===== config.mk =====
export PLATFORM = sky130hd
export DESIGN_NAME = evt_bank_ctrl
export DESIGN_NICKNAME = d
export VERILOG_FILES = /design/src/rtl/evt_bank_pkg.sv /design/src/rtl/evt_edge.sv /design/src/rtl/evt_counter.sv /design/src/rtl/evt_cfg_track.sv /design/src/rtl/evt_bank_ctrl.sv
export SDC_FILE = /design/constraint.sdc
export NUM_CORES = 1
export LEC_CHECK = 0
export ABC_CLOCK_PERIOD_IN_PS = 3500
export CELL_PAD_IN_SITES_DETAIL_PLACEMENT = 1
export CELL_PAD_IN_SITES_GLOBAL_PLACEMENT = 2
export CORE_AREA = 3 3 153 155
export CTS_BUF_LIST = sky130_fd_sc_hd__clkbuf_4 sky130_fd_sc_hd__clkbuf_8 sky130_fd_sc_hd__clkbuf_16
export DETAILED_ROUTE_END_ITERATION = 16
export DIE_AREA = 0 0 156 158
export PLACE_DENSITY_LB_ADDON = 0.1
export SLEW_MARGIN = 20
export SYNTH_ARGS = -nofsm -noshare
export SYNTH_HDL_FRONTEND = slang
export SYNTH_SLANG_ARGS = --single-unit

===== constraint.sdc =====
create_clock -name clk_i -period 3.5 [get_ports clk_i]
set_clock_uncertainty 0.2 [all_clocks]
set_input_delay 0.875 -clock clk_i [delete_from_list [all_inputs] [get_ports clk_i]]
set_output_delay 0.875 -clock clk_i [all_outputs]
set_load 0.05 [all_outputs]

===== src/rtl/evt_bank_pkg.sv =====
package evt_bank_pkg;
  localparam int unsigned ADDR_CNT_LO   = 0;
  localparam int unsigned ADDR_CNT_HI   = 1;
  localparam int unsigned ADDR_CFG_BASE = 2;

  typedef enum logic [1:0] {
    BANK_LOW  = 2'd0,
    BANK_MID  = 2'd1,
    BANK_HIGH = 2'd2
  } bank_e;

  function automatic bank_e pick_bank(input int unsigned cnt,
                                      input int unsigned lim1,
                                      input int unsigned lim2);
    if (cnt >= lim2)      return BANK_HIGH;
    else if (cnt >= lim1) return BANK_MID;
    else                  return BANK_LOW;
  endfunction
endpackage


===== src/rtl/evt_edge.sv =====
module evt_edge (
  input  logic clk_i,
  input  logic rst_ni,
  input  logic event_i,
  output logic fall_o
);
  logic prev_q;

  always_ff @(posedge clk_i or negedge rst_ni) begin
    if (!rst_ni) prev_q <= 1'b0;
    else         prev_q <= event_i;
  end

  assign fall_o = prev_q & ~event_i;
endmodule


===== src/rtl/evt_counter.sv =====
module evt_counter #(
  parameter int unsigned CNT_W  = 17,
  parameter int unsigned DATA_W = 16
) (
  input  logic              clk_i,
  input  logic              rst_ni,
  input  logic              inc_i,
  input  logic              wr_lo_i,
  input  logic              wr_hi_i,
  input  logic [DATA_W-1:0] data_i,
  output logic [CNT_W-1:0]  cnt_o
);
  localparam int unsigned LO_W = CNT_W - 1;

  logic [CNT_W-1:0] cnt_q;
  logic             at_max;
  logic             wr_any;

  assign at_max = &cnt_q;
  assign wr_any = wr_lo_i | wr_hi_i;

  // writes override the increment for that cycle
  always_ff @(posedge clk_i or negedge rst_ni) begin
    if (!rst_ni) begin
      cnt_q <= '0;
    end else if (wr_any) begin
      if (wr_lo_i) cnt_q[LO_W-1:0] <= data_i[LO_W-1:0];
      if (wr_hi_i) cnt_q[CNT_W-1]  <= data_i[0];
    end else if (inc_i && !at_max) begin
      cnt_q <= cnt_q + 1'b1;
    end
  end

  assign cnt_o = cnt_q;

  a_r2_increment: assert property (@(posedge clk_i) disable iff (!rst_ni)
    (inc_i && !wr_any && cnt_q != '1) |=> (cnt_q == $past(cnt_q) + 1'b1));

  a_r3_saturate: assert property (@(posedge clk_i) disable iff (!rst_ni)
    (inc_i && !wr_any && cnt_q == '1) |=> (cnt_q == '1));

  a_r2_hold_idle: assert property (@(posedge clk_i) disable iff (!rst_ni)
    (!inc_i && !wr_any) |=> $stable(cnt_q));
endmodule


===== src/rtl/evt_cfg_track.sv =====
module evt_cfg_track #(
  parameter int unsigned NUM_CFG = 8,
  parameter int unsigned DATA_W  = 16,
  parameter int unsigned ADDR_W  = 4
) (
  input  logic              clk_i,
  input  logic              rst_ni,
  input  logic              wr_i,
  input  logic              mark_i,
  input  logic [ADDR_W-1:0] addr_i,
  input  logic [DATA_W-1:0] data_i,
  input  logic              flush_i,
  output logic              commit_o
);
  import evt_bank_pkg::*;

  logic [NUM_CFG-1:0] hit;
  logic [NUM_CFG-1:0] diff;
  logic               dirty_q;
  logic               commit_q;
  logic               dirty_set;

  for (genvar g = 0; g < NUM_CFG; g++) begin : g_word
    logic [DATA_W-1:0] shadow_q;

    assign hit[g]  = wr_i && (addr_i == ADDR_W'(ADDR_CFG_BASE + g));
    assign diff[g] = (data_i != shadow_q);

    always_ff @(posedge clk_i or negedge rst_ni) begin
      if (!rst_ni)     shadow_q <= '0;
      else if (hit[g]) shadow_q <= data_i;
    end
  end

  assign dirty_set = mark_i && |(hit & diff);

  always_ff @(posedge clk_i or negedge rst_ni) begin
    if (!rst_ni) begin
      dirty_q  <= 1'b0;
      commit_q <= 1'b0;
    end else if (flush_i) begin
      commit_q <= dirty_q | dirty_set;
      dirty_q  <= 1'b0;
    end else begin
      commit_q <= 1'b0;
      if (dirty_set) dirty_q <= 1'b1;
    end
  end

  assign commit_o = commit_q;

  a_r8_unmarked_keeps_dirty: assert property (@(posedge clk_i) disable iff (!rst_ni)
    (!flush_i && !mark_i) |=> $stable(dirty_q));

  a_r6_flush_clears: assert property (@(posedge clk_i) disable iff (!rst_ni)
    flush_i |=> !dirty_q);
endmodule


===== src/rtl/evt_bank_ctrl.sv =====
module evt_bank_ctrl #(
  parameter int unsigned CNT_W    = 17,
  parameter int unsigned DATA_W   = 16,
  parameter int unsigned NUM_CFG  = 8,
  parameter int unsigned BANK1_AT = 50000,
  parameter int unsigned BANK2_AT = 100000
) (
  input  logic                          clk_i,
  input  logic                          rst_ni,
  input  logic                          event_i,
  input  logic                          wr_en_i,
  input  logic                          wr_in_event_i,
  input  logic [$clog2(NUM_CFG+2)-1:0]  wr_addr_i,
  input  logic [DATA_W-1:0]             wr_data_i,
  input  logic                          ld_en_i,
  input  logic [$clog2(NUM_CFG+2)-1:0]  ld_addr_i,
  input  logic [DATA_W-1:0]             ld_data_i,
  output logic                          commit_o,
  output logic [1:0]                    bank_o,
  output logic                          cfg_commit_o,
  output logic [CNT_W-2:0]              count_lo_o,
  output logic                          count_msb_o
);
  import evt_bank_pkg::*;

  localparam int unsigned ADDR_W = $clog2(NUM_CFG + 2);

  logic              fall;
  logic              acc_en;
  logic              acc_mark;
  logic [ADDR_W-1:0] acc_addr;
  logic [DATA_W-1:0] acc_data;
  logic [CNT_W-1:0]  cnt;
  logic              commit_q;

  // load port wins over the write port; loads never mark for commit
  always_comb begin
    acc_en   = ld_en_i | wr_en_i;
    acc_addr = ld_en_i ? ld_addr_i : wr_addr_i;
    acc_data = ld_en_i ? ld_data_i : wr_data_i;
    acc_mark = wr_en_i & ~ld_en_i & wr_in_event_i;
  end

  evt_edge u_edge (
    .clk_i   (clk_i),
    .rst_ni  (rst_ni),
    .event_i (event_i),
    .fall_o  (fall)
  );

  evt_counter #(.CNT_W(CNT_W), .DATA_W(DATA_W)) u_cnt (
    .clk_i   (clk_i),
    .rst_ni  (rst_ni),
    .inc_i   (fall),
    .wr_lo_i (acc_en && acc_addr == ADDR_W'(ADDR_CNT_LO)),
    .wr_hi_i (acc_en && acc_addr == ADDR_W'(ADDR_CNT_HI)),
    .data_i  (acc_data),
    .cnt_o   (cnt)
  );

  evt_cfg_track #(.NUM_CFG(NUM_CFG), .DATA_W(DATA_W), .ADDR_W(ADDR_W)) u_cfg (
    .clk_i    (clk_i),
    .rst_ni   (rst_ni),
    .wr_i     (acc_en),
    .mark_i   (acc_mark),
    .addr_i   (acc_addr),
    .data_i   (acc_data),
    .flush_i  (fall),
    .commit_o (cfg_commit_o)
  );

  always_ff @(posedge clk_i or negedge rst_ni) begin
    if (!rst_ni) commit_q <= 1'b0;
    else         commit_q <= fall;
  end

  assign commit_o    = commit_q;
  assign bank_o      = pick_bank(32'(cnt), BANK1_AT, BANK2_AT);
  assign count_lo_o  = cnt[CNT_W-2:0];
  assign count_msb_o = cnt[CNT_W-1];

  a_r10_single_commit: assert property (@(posedge clk_i) disable iff (!rst_ni)
    commit_o |=> !commit_o);

  a_r10_no_commit_while_high: assert property (@(posedge clk_i) disable iff (!rst_ni)
    (event_i && $past(event_i)) |=> !commit_o);

  a_r6_cfg_with_commit: assert property (@(posedge clk_i) disable iff (!rst_ni)
    cfg_commit_o |-> commit_o);

  a_r4_bank_legal: assert property (@(posedge clk_i) disable iff (!rst_ni)
    bank_o != 2'd3);
endmodule


# Word level (Yosys, flattened, before mapping)
# Cells that the tools add are included.
# op_classes
add_sub_neg,1
n_lt_le_gt_ge,2
eq_ne,19
mux,11
n_bitwise,9
n_reduce_logical,20
# op_table
op,n
$ne 16x16->1,8
$mux 17,2
$mux 16,2
$add 17x1->17 const B,1
$ge 17x16->1 const B,1
$ge 17x17->1 const B,1
$reduce_and 17->1,1
$eq 4x3->1 const B,4
$logic_and 1x1->1,12
$and 8x8->8,1
$eq 4x2->1 const B,2
$eq 4x4->1 const B,2
$reduce_or 8->1,1
$mux 1,5
$eq 4x1->1 const B,1
$logic_not 4->1,1
$mux 4,1
$ne 2x1->1 const B,2
$reduce_and 2->1,2
$reduce_bool 2->1,2
$and 1x1->1,3
$or 1x1->1,3
$mux 2,1
$not 1->1,2
$logic_not 1->1,1
# totals
reg_bits,149
inputBits,46
output_inout_bits,21
wordCells,76

# Longest topological paths before layout
# depth
word_depth,8
depth_mapped,13
depth_no_buf,11

# Modules after synthesis
# A second synthesis with hierarchy kept.
# unflattened
hier_cells,656
hier_area_um2,8035.2
# by_module_without_submodules
mod,n_inst,cells_each,area_each_um2,seq_area_each_um2
evt_cfg_track,1,490,6527.5,3253.1
evt_counter,1,124,1076.0,425.4
evt_bank_ctrl,1,40,392.9,25.0
evt_edge,1,2,38.8,25.0

# Worst setup path before layout
# OpenSTA, ideal clock, no wires.
# synth_timing
path_kind,register to output
from,"reg u_cnt.cnt_q[13], in the netlist u_cnt.cnt_o[13]"
to,out bank_o[0]
t_arrival_ns,2.284
required_ns,2.425
setup_slack_ns,0.141
stages_incl_launch_ff,4
path_buffers,0
cell_sequence,dfrtp_1 > or3_1 > o311a_1 > nor2_1
# synth_via
elab_chain_len,3
word_cells_on_any_way,4
classes_between,2 x order compare; 2 x mux
# synth_rtl
item,line_no,source
"start, declared",evt_counter.sv:15,logic [CNT_W-1:0] cnt_q;
"start signal, assigned by index",evt_counter.sv:27,if (wr_lo_i) cnt_q[LO_W-1:0] <= data_i[LO_W-1:0];
"start signal, assigned by index",evt_counter.sv:28,if (wr_hi_i) cnt_q[CNT_W-1] <= data_i[0];
"start signal, assigned",evt_counter.sv:30,cnt_q <= cnt_q + 1'b1;
$ge 17x16->1,evt_bank_pkg.sv:16,else if (cnt >= lim1) return BANK_MID;
$mux 1,evt_bank_pkg.sv:16,
$mux 2 (*),evt_bank_pkg.sv:15,if (cnt >= lim2) return BANK_HIGH;
"end, declared",evt_bank_ctrl.sv:19,"output logic [1:0] bank_o,"
# Mark *: on every way between the ends. The rest lies on a longest branch, timed or not.

# Worst setup path in the final report
# layout_timing
from,in ld_en_i
to,reg u_cfg.dirty_q
# layout_via
elab_chain_len,7
word_cells_on_any_way,34
classes_between,16 x eq/ne; 2 x mux; 5 x bitwise; 11 x reduce/logical
# layout_rtl
item,line_no,source
"start, declared",evt_bank_ctrl.sv:15,"input logic ld_en_i,"
$mux 4,evt_bank_ctrl.sv:39,acc_addr = ld_en_i ? ld_addr_i : wr_addr_i;
"$eq 4x2->1, or another cell as far along",evt_cfg_track.sv:26,assign hit[g] = wr_i && (addr_i == ADDR_W'(ADDR_CFG_BASE + g));
$logic_and 1x1->1,evt_cfg_track.sv:26,
$and 8x8->8,evt_cfg_track.sv:35,assign dirty_set = mark_i && |(hit & diff);
$reduce_or 8->1,evt_cfg_track.sv:35,
$logic_and 1x1->1 (*),evt_cfg_track.sv:35,
$reduce_bool 2->1 (no source line) (*),--,
"end signal, assigned",evt_cfg_track.sv:39,dirty_q <= 1'b0;
"end signal, assigned",evt_cfg_track.sv:43,dirty_q <= 1'b0;
"end signal, assigned",evt_cfg_track.sv:46,if (dirty_set) dirty_q <= 1'b1;
"end, declared",evt_cfg_track.sv:19,logic dirty_q;
# Marks and branches as above.
# A chain may end at the register's enable or synchronous reset.

==> results.yml <==
critical_path:
  ff2ff_setup_slack_ns: 0.26
  r2r_cells: 10
  path_max_fanout: 11
  arrival_ns: 3.45
  slowest_stage: "nor4_1"
  cp-start-kind: "primary input"
  cpPeakStageDelay_ns: 0.49
  crit_top_cell: "buf_12"
  worstPathRequired_ns: 3.60
  endpoint: "u_cfg.dirty_q"
  crit_path_end_kind: "register"
  timing.rr.end: "u_cnt.cnt_o[3]"
  worstPathCellList: "buf_2 -> buf_12 -> mux2i_4 -> buf_12 -> buf_4 -> xor2_1 -> nand4_1 -> nor4_1 -> o2bb2ai_1 -> nor4_2 -> o21ai_1"
  r2r-start: "u_cnt.cnt_o[3]"
  worstSetupPathType: "in2reg"
  crit_start: "ld_en_i"
layout:
  final_cell_mix: "dfrtp_1, nand2_1, o21ai_0"
  antenna_cells: 0
  nets: 944
  multi_input_area_um2: 3720
  drive_gt1_frac: 0.130
  fin_cells: 1188
  n_fill_cell: 2405
  seq_area_um2: 3730
  layout_commonest_cell: "dfrtp_1"
  synthToLayoutAreaGrowth_pct: 27.6
  fin_area_um2: 9870
run:
  cap_violations: 0
yosys:
  synthCells: 798
  ys.flop_type: "dfrtp_1"
  async_flop_share: 1.00
  ys_ff_latch: 149
  avgSynthCellArea_um2: 9.69
  synth_edf_count: 0
  ys_seq_area_frac: 0.482
  syn-cell-area_um2: 7730
  ys_warn_count: 0
  syn_nets: 847
  ys_types: 48
route:
  drt-pass1-iter-count: 4
  drt_iter0_markers: 281
  drc_errors: 0
  wl_per_cell_um: 20.6
  routed_wl_mm: 24.5
  via_count: 6163
  vias_per_cell: 5.19
  drtAntennaViolNets: 0
placed_design:
  portBuffers: 66
  gp_congestion: 0.813
  dpl_cell_area_um2: 9220
  dp_hpwl_mm: 17.5
  placedCellCount: 1156
clocking:
  htreeDepth: 4
  cts-root-buf: "clkbuf_16"
  post-cts-setup-buffers: 0
  cts_buffers: 17
  cts.clk_slew.worst_paths_ns: 0.06
  cts_buffer_depth: 2
  cts_hold_buf: 0
  tritoncts: "done"
  clk_latency_ns: 0.43
  cts.sinks: 149
floorplan:
  die_w_um: 156
  die_y_um: 158
  die-area_um2: 24600
  rows: 54
  start_util: 0.352
  core_um2: 22000
  io_pins: 67
global_route:
  grt_pass1_vias: 6640
  antenna_found_initial: 0
  grt_max_degree: 64
  gr-total-overflow: 0
  groute.usage.overall: 0.207
  grt_pass1_wl_mm: 39.0
sta:
  period_needed_ns: 3.35
  clock.fmax_mhz: 298
  rsz0062_at_grt: "no"
  hold_violations: 0
  fin_crit_sh: 0.957
  drv_slew: 0
  worst_pin_slew_ns: 0.635
  slew_headroom: 0.577
  setup_viol: 0
pwr:
  pwr_density_cell_nw_per_um2: 657
  max-vdd-ir-drop_uv: 332
  power.static_leakage_nw: 4.37
outcome:
  status: "completed"
hold_path:
  min_path_type: "in2async"
## metrics by stage
stage | utilization | hold slack, ns | power [mW] | TNS [ns] | setup WS [ns]
floorplan | - | 0.255 | 3.73 | 0 | 0.141
finish | 0.450 | 0.237 | 6.49 | 0 | 0.150
CTS | 0.449 | 0.255 | 6.57 | 0 | 0.0490
global placement | 0.420 | 0.275 | 4.45 | -0.620 | -0.316
detailed placement | 0.420 | 0.287 | 4.51 | -0.574 | -0.287
global route | 0.450 | 0.283 | 6.89 | 0 | 0.00432
## repair_timing
item                                    CTS  global route
hold endpoints to repair                  0             0
gates resized for setup                   1             1
endpoints found under the setup margin    1             1
## cell families after synthesis
group | share of synthesized area
AND/OR/NAND/NOR | 0.144
AO/OA/AOI/OAI | 0.136
flip-flops | 0.482
XOR/XNOR | 0.145
buffers and inverters | 0.0372
multiplexers | 0.0510
adder cells (fa/ha/maj) | 0.00485
## per-layer routing
layer	share of wire	vias to the layer above	track usage
met3	0.041	12	0.0489
met1	0.48	3118	0.284
met5	0	-	0
met4	0.0090	0	0.0429
li1	-	2925	-
met2	0.47	108	0.337
## report_power, final
part | total [mW] | internal [mW] | switching, mW
Sequential | 2.60 | 2.20 | 0.409
Combinational | 1.86 | 0.777 | 1.09
Clock | 2.02 | 1.24 | 0.779
Total | 6.49 | 4.21 | 2.27
## worst min-delay path by stage
stage	end	slack (ns)	start	cells past startpoint
2_1_floorplan	u_cfg.commit_o	0.25	u_cfg.dirty_q	2
3_3_place_gp	u_cfg.dirty_q	0.28	u_cfg.dirty_q	2
3_5_place_dp	u_cfg.dirty_q	0.29	u_cfg.dirty_q	2
4_1_cts	u_cfg.g_word[3].shadow_q[11]	0.26	rst_ni	1
5_1_grt	u_cfg.g_word[4].shadow_q[11]	0.28	rst_ni	1
6_report	u_cfg.g_word[3].shadow_q[11]	0.24	rst_ni	1
## cells in the mapped netlist, types with 4 or more instances
cell / number / area share
dfrtp_1: 149 / 0.48
nor4_1: 11 / 0.0089
nand2b_1: 5 / 0.0040
nor3_1: 4 / 0.0026
xor2_1: 112 / 0.13
inv_1: 11 / 0.0053
nor2_1: 28 / 0.014
o22ai_1: 6 / 0.0049
clkbuf_1: 34 / 0.016
a21oi_1: 28 / 0.018
nand2_1: 140 / 0.068
o2bb2ai_1: 4 / 0.0045
o21ai_0: 128 / 0.083
nand4_1: 32 / 0.026
nand3_1: 9 / 0.0058
mux2i_4: 15 / 0.044
buf_2: 10 / 0.0065
xnor2_1: 16 / 0.018
## layout make-up
class	count	area share
clock buffers	19	0.0459
clock inverters	13	0.0198
multi-input cells	587	0.377
inverters	11	0.00418
repair buffers	129	0.140
flip-flops and latches	149	0.378
well taps	280	0.0355
## registers in the layout, summed over array words and instances, names as in the netlist
signal / flops
commit_o: 1
u_cfg.commit_o: 1
u_cfg.dirty_q: 1
u_cfg.g_word.shadow_q: 128
u_cnt.cnt_o: 17
u_edge.prev_q: 1
## critical path: cells and delay by family
| kind | cells | cell delay [ns] |
|---|---|---|
| AND/OR/NAND/NOR | 3 | 1.00 |
| buffers and inverters | 4 | 0.79 |
| AO/OA/AOI/OAI | 2 | 0.28 |
| multiplexers | 1 | 0.25 |
| XOR/XNOR | 1 | 0.24 |
(Power assumes the default switching activity.)
